**config.mk**
```make
export PLATFORM = sky130hd
export DESIGN_NAME = stk_seq
export DESIGN_NICKNAME = d
export VERILOG_FILES = /design/src/rtl/stk_pkg.sv /design/src/rtl/stk_ptr.sv /design/src/rtl/stk_flag_fix.sv /design/src/rtl/stk_seq.sv
export SDC_FILE = /design/constraint.sdc
export NUM_CORES = 1
export LEC_CHECK = 0
export BUFFER_PORTS_ARGS = -buffer_cell sky130_fd_sc_hd__buf_2
export CORE_ASPECT_RATIO = 0.75
export CORE_MARGIN = 1.5
export CORE_UTILIZATION = 50
export CTS_CLUSTER_SIZE = 14
export DETAILED_ROUTE_END_ITERATION = 10
export PLACE_DENSITY = 0.77
export SYNTH_ARGS = -nofsm -noshare
export SYNTH_HDL_FRONTEND = slang
export SYNTH_SLANG_ARGS = --single-unit
```
**constraint.sdc**
```tcl
create_clock -name clk_i -period 3.72 [get_ports clk_i]
set_input_delay 0.372 -clock clk_i [delete_from_list [all_inputs] [get_ports clk_i]]
set_output_delay 0.372 -clock clk_i [all_outputs]
set_load 0.02 [all_outputs]
```
**src/rtl/stk_pkg.sv**
```systemverilog
package stk_pkg;
  typedef enum logic [2:0] {
    CMD_CALL  = 3'd0,
    CMD_RET   = 3'd1,
    CMD_BRK   = 3'd2,
    CMD_IRET  = 3'd3,
    CMD_PUSHA = 3'd4,
    CMD_PUSHF = 3'd5,
    CMD_PULLA = 3'd6,
    CMD_PULLF = 3'd7
  } cmd_e;

  localparam int FL_N = 7;
  localparam int FL_V = 6;
  localparam int FL_U = 5;
  localparam int FL_B = 4;
  localparam int FL_D = 3;
  localparam int FL_I = 2;
  localparam int FL_Z = 1;
  localparam int FL_C = 0;
  localparam logic [7:0] FLAGS_RST = 8'h24;

  function automatic logic [1:0] last_step(cmd_e c);
    case (c)
      CMD_CALL, CMD_RET: return 2'd1;
      CMD_BRK, CMD_IRET: return 2'd2;
      default:           return 2'd0;
    endcase
  endfunction

  function automatic logic is_pull(cmd_e c);
    return (c == CMD_RET) || (c == CMD_IRET) || (c == CMD_PULLA) || (c == CMD_PULLF);
  endfunction
endpackage

```
**src/rtl/stk_ptr.sv**
```systemverilog
module stk_ptr #(
  parameter int SP_W = 8,
  parameter int AW   = 16,
  parameter logic [AW-SP_W-1:0] PAGE = 'h01
) (
  input  logic [SP_W-1:0] sp_i,
  input  logic            pull_i,
  output logic [AW-1:0]   addr_o,
  output logic [SP_W-1:0] sp_next_o
);
  logic [SP_W-1:0] sp_inc;

  assign sp_inc    = sp_i + 1'b1;
  // pre-increment on pull, post-decrement on push
  assign addr_o    = {PAGE, (pull_i ? sp_inc : sp_i)};
  assign sp_next_o = pull_i ? sp_inc : sp_i - 1'b1;
endmodule

```
**src/rtl/stk_flag_fix.sv**
```systemverilog
module stk_flag_fix
  import stk_pkg::*;
(
  input  cmd_e       cmd_i,
  input  logic [7:0] live_i,
  input  logic [7:0] pulled_i,
  output logic [7:0] push_stat_o,
  output logic [7:0] flags_o
);
  always_comb begin
    push_stat_o       = live_i;
    push_stat_o[FL_B] = 1'b1;
    flags_o           = live_i;
    case (cmd_i)
      CMD_BRK:  flags_o[FL_I] = 1'b1;
      CMD_IRET: begin
        flags_o       = pulled_i;
        flags_o[FL_U] = 1'b1;
      end
      CMD_PULLA: begin
        flags_o[FL_N] = pulled_i[7];
        flags_o[FL_Z] = (pulled_i == 8'h00);
      end
      CMD_PULLF: begin
        flags_o       = pulled_i;
        flags_o[FL_U] = 1'b1;
        flags_o[FL_B] = 1'b0;
      end
      default: ;
    endcase
  end
endmodule

```
**src/rtl/stk_seq.sv**
```systemverilog
module stk_seq
  import stk_pkg::*;
#(
  parameter int SP_W = 8,
  parameter int AW   = 16,
  parameter logic [AW-SP_W-1:0] PAGE = 'h01
) (
  input  logic            clk_i,
  input  logic            rst_ni,
  input  logic            start_i,
  input  logic [2:0]      cmd_i,
  input  logic [SP_W-1:0] sp_i,
  input  logic [AW-1:0]   pc_i,
  input  logic [7:0]      flags_i,
  input  logic [7:0]      acc_i,
  input  logic [AW-1:0]   target_i,
  input  logic [AW-1:0]   vec_i,
  input  logic [7:0]      mem_rdata_i,
  output logic            mem_we_o,
  output logic            mem_re_o,
  output logic [AW-1:0]   mem_addr_o,
  output logic [7:0]      mem_wdata_o,
  output logic [SP_W-1:0] sp_o,
  output logic [AW-1:0]   pc_o,
  output logic [7:0]      flags_o,
  output logic [7:0]      acc_o,
  output logic            busy_o,
  output logic            done_o
);
  localparam int NBUF = 4;

  typedef enum logic [1:0] {ST_IDLE, ST_ACC, ST_FIN} st_e;

  st_e             st_q;
  cmd_e            cmd_q;
  logic [1:0]      step_q;
  logic [SP_W-1:0] sp_q;
  logic [AW-1:0]   pc_q, tgt_q, vec_q;
  logic [7:0]      flags_q, acc_q;
  logic [7:0]      rbuf_q [NBUF];
  logic            pend_q;
  logic [1:0]      pend_idx_q;
  logic            done_q;

  logic            pull;
  logic [SP_W-1:0] sp_next;
  logic [AW-1:0]   ret_pc;
  logic [7:0]      byte_v [NBUF];
  logic [7:0]      push_stat, flags_next;
  logic [AW-1:0]   pc_next;

  assign pull   = is_pull(cmd_q);
  assign ret_pc = pc_q + AW'(2);

  stk_ptr #(.SP_W(SP_W), .AW(AW), .PAGE(PAGE)) u_ptr (
    .sp_i      (sp_q),
    .pull_i    (pull),
    .addr_o    (mem_addr_o),
    .sp_next_o (sp_next)
  );

  // last read byte is still on the bus during the finish cycle
  always_comb begin
    for (int i = 0; i < NBUF; i++)
      byte_v[i] = (pend_q && (pend_idx_q == 2'(i))) ? mem_rdata_i : rbuf_q[i];
  end

  stk_flag_fix u_fix (
    .cmd_i       (cmd_q),
    .live_i      (flags_q),
    .pulled_i    (byte_v[0]),
    .push_stat_o (push_stat),
    .flags_o     (flags_next)
  );

  assign mem_we_o = (st_q == ST_ACC) && !pull;
  assign mem_re_o = (st_q == ST_ACC) && pull;

  always_comb begin
    mem_wdata_o = 8'h00;
    case (cmd_q)
      CMD_CALL, CMD_BRK:
        case (step_q)
          2'd0:    mem_wdata_o = ret_pc[AW-1 -: 8];
          2'd1:    mem_wdata_o = ret_pc[7:0];
          default: mem_wdata_o = push_stat;
        endcase
      CMD_PUSHA: mem_wdata_o = acc_q;
      CMD_PUSHF: mem_wdata_o = push_stat;
      default: ;
    endcase
  end

  always_comb begin
    pc_next = pc_q;
    case (cmd_q)
      CMD_CALL: pc_next = tgt_q;
      CMD_BRK:  pc_next = vec_q;
      CMD_RET:  pc_next = AW'({byte_v[1], byte_v[0]}) + AW'(1);
      CMD_IRET: pc_next = AW'({byte_v[2], byte_v[1]});
      default: ;
    endcase
  end

  always_ff @(posedge clk_i or negedge rst_ni) begin
    if (!rst_ni) begin
      st_q       <= ST_IDLE;
      cmd_q      <= CMD_CALL;
      step_q     <= '0;
      sp_q       <= '0;
      pc_q       <= '0;
      tgt_q      <= '0;
      vec_q      <= '0;
      flags_q    <= FLAGS_RST;
      acc_q      <= '0;
      pend_q     <= 1'b0;
      pend_idx_q <= '0;
      done_q     <= 1'b0;
      for (int i = 0; i < NBUF; i++) rbuf_q[i] <= '0;
    end else begin
      done_q <= 1'b0;
      if (pend_q) rbuf_q[pend_idx_q] <= mem_rdata_i;
      case (st_q)
        ST_IDLE: begin
          pend_q <= 1'b0;
          if (start_i) begin
            cmd_q   <= cmd_e'(cmd_i);
            sp_q    <= sp_i;
            pc_q    <= pc_i;
            flags_q <= flags_i;
            acc_q   <= acc_i;
            tgt_q   <= target_i;
            vec_q   <= vec_i;
            step_q  <= '0;
            st_q    <= ST_ACC;
          end
        end
        ST_ACC: begin
          sp_q       <= sp_next;
          pend_q     <= pull;
          pend_idx_q <= step_q;
          if (step_q == last_step(cmd_q)) st_q <= ST_FIN;
          else                             step_q <= step_q + 2'd1;
        end
        default: begin
          pend_q  <= 1'b0;
          flags_q <= flags_next;
          pc_q    <= pc_next;
          if (cmd_q == CMD_PULLA) acc_q <= byte_v[0];
          done_q  <= 1'b1;
          st_q    <= ST_IDLE;
        end
      endcase
    end
  end

  assign sp_o    = sp_q;
  assign pc_o    = pc_q;
  assign flags_o = flags_q;
  assign acc_o   = acc_q;
  assign busy_o  = (st_q != ST_IDLE);
  assign done_o  = done_q;

  AST_STACK_PAGE: assert property (@(posedge clk_i) disable iff (!rst_ni)
    (mem_we_o || mem_re_o) |-> (mem_addr_o[AW-1:SP_W] == PAGE));
  AST_PUSH_DEC: assert property (@(posedge clk_i) disable iff (!rst_ni)
    mem_we_o |=> (sp_o == $past(mem_addr_o[SP_W-1:0]) - 1'b1));
  AST_PULL_INC: assert property (@(posedge clk_i) disable iff (!rst_ni)
    mem_re_o |=> (sp_o == $past(mem_addr_o[SP_W-1:0])));
  AST_DONE_PULSE: assert property (@(posedge clk_i) disable iff (!rst_ni)
    done_o |=> !done_o);
  AST_BRK_MASK: assert property (@(posedge clk_i) disable iff (!rst_ni)
    (done_o && cmd_q == CMD_BRK) |-> (flags_o[FL_I] && pc_o == vec_q));
  AST_IRET_U: assert property (@(posedge clk_i) disable iff (!rst_ni)
    (done_o && cmd_q == CMD_IRET) |-> flags_o[FL_U]);
  AST_PULLF_FORCE: assert property (@(posedge clk_i) disable iff (!rst_ni)
    (done_o && cmd_q == CMD_PULLF) |-> (flags_o[FL_U] && !flags_o[FL_B]));
  AST_IDLE_QUIET: assert property (@(posedge clk_i) disable iff (!rst_ni)
    !busy_o |-> !(mem_we_o || mem_re_o));
endmodule

```
; ---- Word level (Yosys, flattened, before mapping)
; Index checks and enable logic that the tools add are counted.
[op_classes]
add_sub_neg = 5
magnitude_cmp = 2
n_eq_ne = 15
n_mux = 35
bitwise_logic = 2
reduce_logical = 41
[op_table]
columns = op, n
row1 = 2-to-1 mux 8 bit, 10
row2 = one-hot mux 16 bit (4 select lines), 1
row3 = one-hot mux 8 bit (2 select lines), 4
row4 = bitwise mux 32 bit, 1
row5 = one-hot mux 16 bit (2 select lines), 1
row6 = one-hot mux 8 bit (3 select lines), 1
row7 = AND reduction 3 bit, 8
row8 = adder 16 x 1 -> 16 bit (second input constant), 1
row9 = adder 16 x 2 -> 16 bit (second input constant), 1
row10 = demux 8 bit (select 2 bit), 1
row11 = 2-to-1 mux 16 bit, 1
row12 = == test 3 bit (second input constant), 4
row13 = one-hot mux 2 bit (2 select lines), 3
row14 = 2-to-1 mux 2 bit, 5
row15 = nonzero test 2 bit, 5
row16 = OR reduction 2 bit, 5
row17 = nonzero test 3 bit, 3
row18 = adder 8 x 1 -> 8 bit (second input constant), 1
row19 = zero test 8 bit, 1
row20 = one-hot mux 4 bit (2 select lines), 1
row21 = subtractor 8 x 1 -> 8 bit (second input constant), 1
row22 = == test 2 x 1 -> 1 bit (second input constant), 3
row23 = == test 3 x 2 -> 1 bit (second input constant), 2
row24 = logical AND 1 bit, 6
row25 = 19 further kinds, 30
[totals]
register_bits = 115
inputBits = 86
elab_cells = 120

; ---- Logic depth before layout (Yosys ltp)
[logic_depth]
depth_word = 7
ltp_mapped = 8
depth_no_buf = 7

; ---- Hierarchy
; Synthesis repeated with hierarchy kept, for this count alone.
[hier_totals]
cells_unflattened = 705
hier_area_um2 = 6467.5
[modules_own_cells]
columns = module, n_inst, cells_per_inst, area_each_um2, seq_area_each_um2
row1 = stk_seq, 1, 623, 5864.4, 2680.1
row2 = stk_ptr, 1, 55, 402.9, 0.0
row3 = stk_flag_fix, 1, 27, 200.2, 0.0

; ---- Worst setup path after synthesis
; No wires, ideal clock.
[synth_path]
kind = reg2out
start = register pc_q[1] (netlist: pc_o[1])
end = output mem_wdata_o[5]
t_arrival_ns = 1.842
t_required_ns = 3.348
path_slack_ns = 1.506
path_stages_with_launch = 7
path_buffers = 0
path_cell_list = dfrtp_1 ha_1 nand2_1 nor4_1 xor2_1 nand2_1 a31oi_1
[synth_via]
elab_chain_len = 3
[synth_rtl]
columns = element, line_no
row1 = start: declaration, stk_seq.sv:38  ; logic [AW-1:0] pc_q, tgt_q, vec_q;
row2 = start signal: assignment, stk_seq.sv:129  ; pc_q <= pc_i;
row3 = start signal: assignment, stk_seq.sv:148  ; pc_q <= pc_next;
row4 = adder 16 x 2 -> 16 bit, stk_seq.sv:53  ; assign ret_pc = pc_q + AW'(2);
row5 = one-hot mux 8 bit (2 select lines), stk_seq.sv:83  ; case (step_q)
row6 = one-hot mux 8 bit (3 select lines), stk_seq.sv:81  ; case (cmd_q)
row7 = end: declaration, stk_seq.sv:22  ; output logic [7:0] mem_wdata_o,
; Every way passes these cells.

; ---- Final worst setup path
[layout_path]
start = register cmd_q[2]
end = output mem_addr_o[7]
[layout_via]
elab_chain_len = 5
word_cells_on_any_way = 8
cone_classes = 4 x eq/ne / 1 x mux / 3 x reduce/logical
[layout_rtl]
columns = element, line_no
row1 = start: declaration, stk_seq.sv:35  ; cmd_e cmd_q;
row2 = start signal: assignment, stk_seq.sv:127  ; cmd_q <= cmd_e'(cmd_i);
row3 = == test 3 x 1 -> 1 bit / == test 3 x 2 -> 1 bit (equally long branches), stk_pkg.sv:32  ; return (c == CMD_RET) || (c == CMD_IRET) || (c == CMD_PULLA) || (c == CMD_PULLF);
row4 = logical OR 1 bit (2 in a row), stk_pkg.sv:32
row5 = logical OR 1 bit *, stk_pkg.sv:32
row6 = 2-to-1 mux 8 bit *, stk_ptr.sv:15  ; assign addr_o = {PAGE, (pull_i ? sp_inc : sp_i)};
row7 = end: declaration, stk_seq.sv:21  ; output logic [AW-1:0] mem_addr_o,
; Every way passes the cells marked *; elsewhere a longest branch is shown, timed or not.

==> flow_metrics.py <==
metrics = {
    "outcome": {
        "run_status": "complete, no violations",
    },
    "cells_and_area": {
        "drive_above_1_share": 0.2405,
        "seq_area_um2": 2680,
        "nets": 931,
        "multiInputGateArea_um2": 3247,
        "area_growth_syn_to_layout_pct": 17.76,
        "fillers": 1140,
        "mostFrequentLayoutCells": "nand2_1 (151), buf_2 (144), dfrtp_1 (105)",
        "final_common_cell": "nand2_1",
        "antenna_cells": 0,
    },
    "yosys": {
        "yosys.area.top_type_share": 0.4238,
        "yosysSeqAreaShare": 0.4323,
        "synth_cell_types": 65,
        "synthArstFlopShare": 1.000,
        "synth_warnings": 0,
        "synth_area_um2": 6200,
        "postSynthCellCount": 714,
        "synth_area_leader_cell": "dfrtp_1",
        "yosys_most_used_dff": "dfrtp_1",
        "synth_edf_count": 0,
        "synth_area_leaders": "dfrtp_1 (42%), nand2_1 (9.1%), mux2i_1 (4.7%)",
        "synth_seq_cells": 107,
        "syn_area_per_cell_um2": 8.683,
    },
    "route": {
        "wl_met3_um": 1919,
        "drt_iter0_drc": 603,
        "wl_met2_um": 8103,
        "wire_per_inst_um": 19.16,
        "drtPass1Iterations": 6,
        "route.detailed.drc": 0,
        "antenna_left": 0,
        "vias": 6010,
        "highest_layer": "met4",
        "routed_wl_um": 19350,
        "vias_per_cell": 5.950,
        "drt-met1-wl_um": 8961,
    },
    "pwr": {
        "p_leak_nw": 3.504,
        "ir_drop_v": 0.0004085,
        "power_density_nw_per_um2": 985.6,
    },
    "min_path": {
        "worst_hold_path_type": "input port to async pin",
    },
    "clocking": {
        "clkSinkCount": 107,
        "postCtsSetupBuffers": 0,
        "clock-root-buffer": "clkbuf_16",
        "cts_buffer_depth": 2,
        "numCtsBuffers": 9,
        "cts_hold_buf": 0,
        "clk_latency_ns": 0.36,
        "ctsHtreeMaxLevel": 3,
        "cts_resized": 0,
        "tritoncts": "yes",
        "clk_pin_slew_worst_paths_ns": 0.07,
    },
    "setup_path": {
        "path_class": "register to output pin",
        "r2r_start": "pend_idx_q[0]",
        "slowest_stage": "dfrtp_1",
        "r2r_setup_slack_ns": 0.98,
        "critPathMaxStageDelay_ns": 0.82,
        "cp_data_arrival_time_ns": 2.57,
        "cp.required_ns": 3.35,
        "timing.rr.end": "pc_o[13]",
        "critPathLaunchType": "register",
        "crit_fanout": 20,
        "reg2reg_depth": 5,
        "crit_path_cell_trace": "mux2i_1 -> nor4_1 -> xor2_1 -> buf_2",
        "cp-end-kind": "output pin",
    },
    "placed_design": {
        "gp_congestion": 0.9613,
        "post-dp-hpwl_um": 14400,
        "io_buffers": 145,
    },
    "sta": {
        "hold_ws_ns": 0.08256,
        "grt_setup_unrepaired": "false",
        "slew_viol_final": 0,
        "hold_viol_final": 0,
        "period_minus_slack_ns": 2.940,
        "min_period_over_period": 0.7905,
        "fmax_ghz": 0.3401,
        "final-setup-viol-count": 0,
        "worstMarginPinSlew_ns": 1.096,
        "skew_ns": 0.008341,
        "timing.slew.headroom": 0.2665,
        "fin_setup_tns_ns": 0,
    },
    "die": {
        "die_w_um": 131.6,
        "rows": 35,
        "coreArea_um2": 12170,
        "dieHeight_um": 99.44,
        "die_area_um2": 13080,
        "start_util": 0.5092,
        "pin_count": 154,
    },
    "global_routing": {
        "grt_pass1_wl_um": 30590,
        "antenna_found_initial": 0,
        "grt_overflow_total": 0,
        "grtUsageTotal": 0.3026,
        "grt_max_degree": 60,
        "grt_pass1_vias": 5559,
    },
    "run": {
        "maxCapViolCount": 0,
    },
}
## registers in the layout (all words and copies together) (netlist names)
signal and flops:
rbuf_q 24, step_q 2, done_o 1, st_q 2, tgt_q 16, pc_o 16
pend_idx_q 2, flags_o 8, sp_o 8, cmd_q 3, acc_o 8, pend_q 1
vec_q 16
## through the flow
step | area, um2 | std cells | setup slack, ns | total power, mW | utilization
after detailed placement | 7024 | 994 | 1.056 | 6.179 | 0.5770
after floorplan | 6222 | 720 | 1.506 | 4.876 | -
after global routing | 7301 | 1010 | 0.6186 | 7.666 | 0.5997
after global placement | 7024 | 994 | 1.115 | 6.122 | 0.5770
after CTS | 7301 | 1010 | 0.8150 | 7.107 | 0.5997
final | 7301 | 1010 | 0.7795 | 7.196 | 0.5997
## where the power goes
group | internal [mW] | total [mW] | switching, mW
Clock | 0.458 | 0.912 | 0.454
Combinational | 1.40 | 3.95 | 2.55
Sequential | 1.73 | 2.33 | 0.604
Total | 3.59 | 7.20 | 3.60
## area by class of cell
cell class,count,area share
well taps,166,0.02845
flip-flops and latches,107,0.3671
inverters,23,0.01183
clock inverters,7,0.007027
multi-input cells,543,0.4447
clock buffers,9,0.03085
repair buffers,155,0.1100
## cell usage after synthesis (all sizes together), types with 5 or more instances
| library cell | number |
|---|---|
| clkbuf | 28 |
| nand2b | 8 |
| nor2 | 49 |
| mux2 | 18 |
| o22ai | 6 |
| o21ai | 37 |
| nand2 | 151 |
| xor2 | 7 |
| buf | 19 |
| a221oi | 7 |
| nand3 | 21 |
| inv | 23 |
| mux2i | 30 |
| nor3 | 10 |
| nand4 | 11 |
| and3 | 16 |
| dfrtp | 105 |
| o2bb2ai | 9 |
| a31oi | 9 |
| ha | 6 |
| o31ai | 5 |
| xnor2 | 17 |
| a21oi | 49 |
| a211oi | 5 |
## kinds of logic (layout without fill, tap and decap cells)
group	Yosys count	count (layout)	synth area share
simple gates	295	295	0.2166
buf+inv	70	194	0.04763
fa+ha+maj	6	6	0.01211
compound gates	162	162	0.1746
other cells	2	8	0.001211
mux	48	48	0.08173
flops	107	107	0.4323
xor+xnor	24	24	0.03390
## worst max-delay path, delay by kind of cell (launching register included)
kind,cells,cell delay [ns]
xor gates and xnor gates,1,0.19
muxes,1,0.43
DFF,1,0.82
buffers and inverters,1,0.18
and+or+nand+nor,1,0.59
## metal layers
metal / up-vias / GRT usage
met2: 310 / 0.4198
met1: 2909 / 0.4753
met5: - / 0
met3: 37 / 0.06473
li1: 2754 / -
met4: 0 / 0.07778
## worst max-delay path by stage
stage | cells past startpoint | slack (ns) | end | startpoint
3_3_place_gp | 5 | 1.12 | pc_o[13] | pend_idx_q[0]
2_1_floorplan | 6 | 1.51 | mem_wdata_o[5] | pc_o[1]
6_report | 4 | 0.78 | mem_addr_o[7] | cmd_q[2]
4_1_cts | 4 | 0.82 | mem_addr_o[7] | cmd_q[2]
3_5_place_dp | 5 | 1.06 | pc_o[13] | pend_idx_q[0]
5_1_grt | 4 | 0.62 | mem_addr_o[7] | cmd_q[2]
Note: power is estimated with default switching activity, not from simulation.
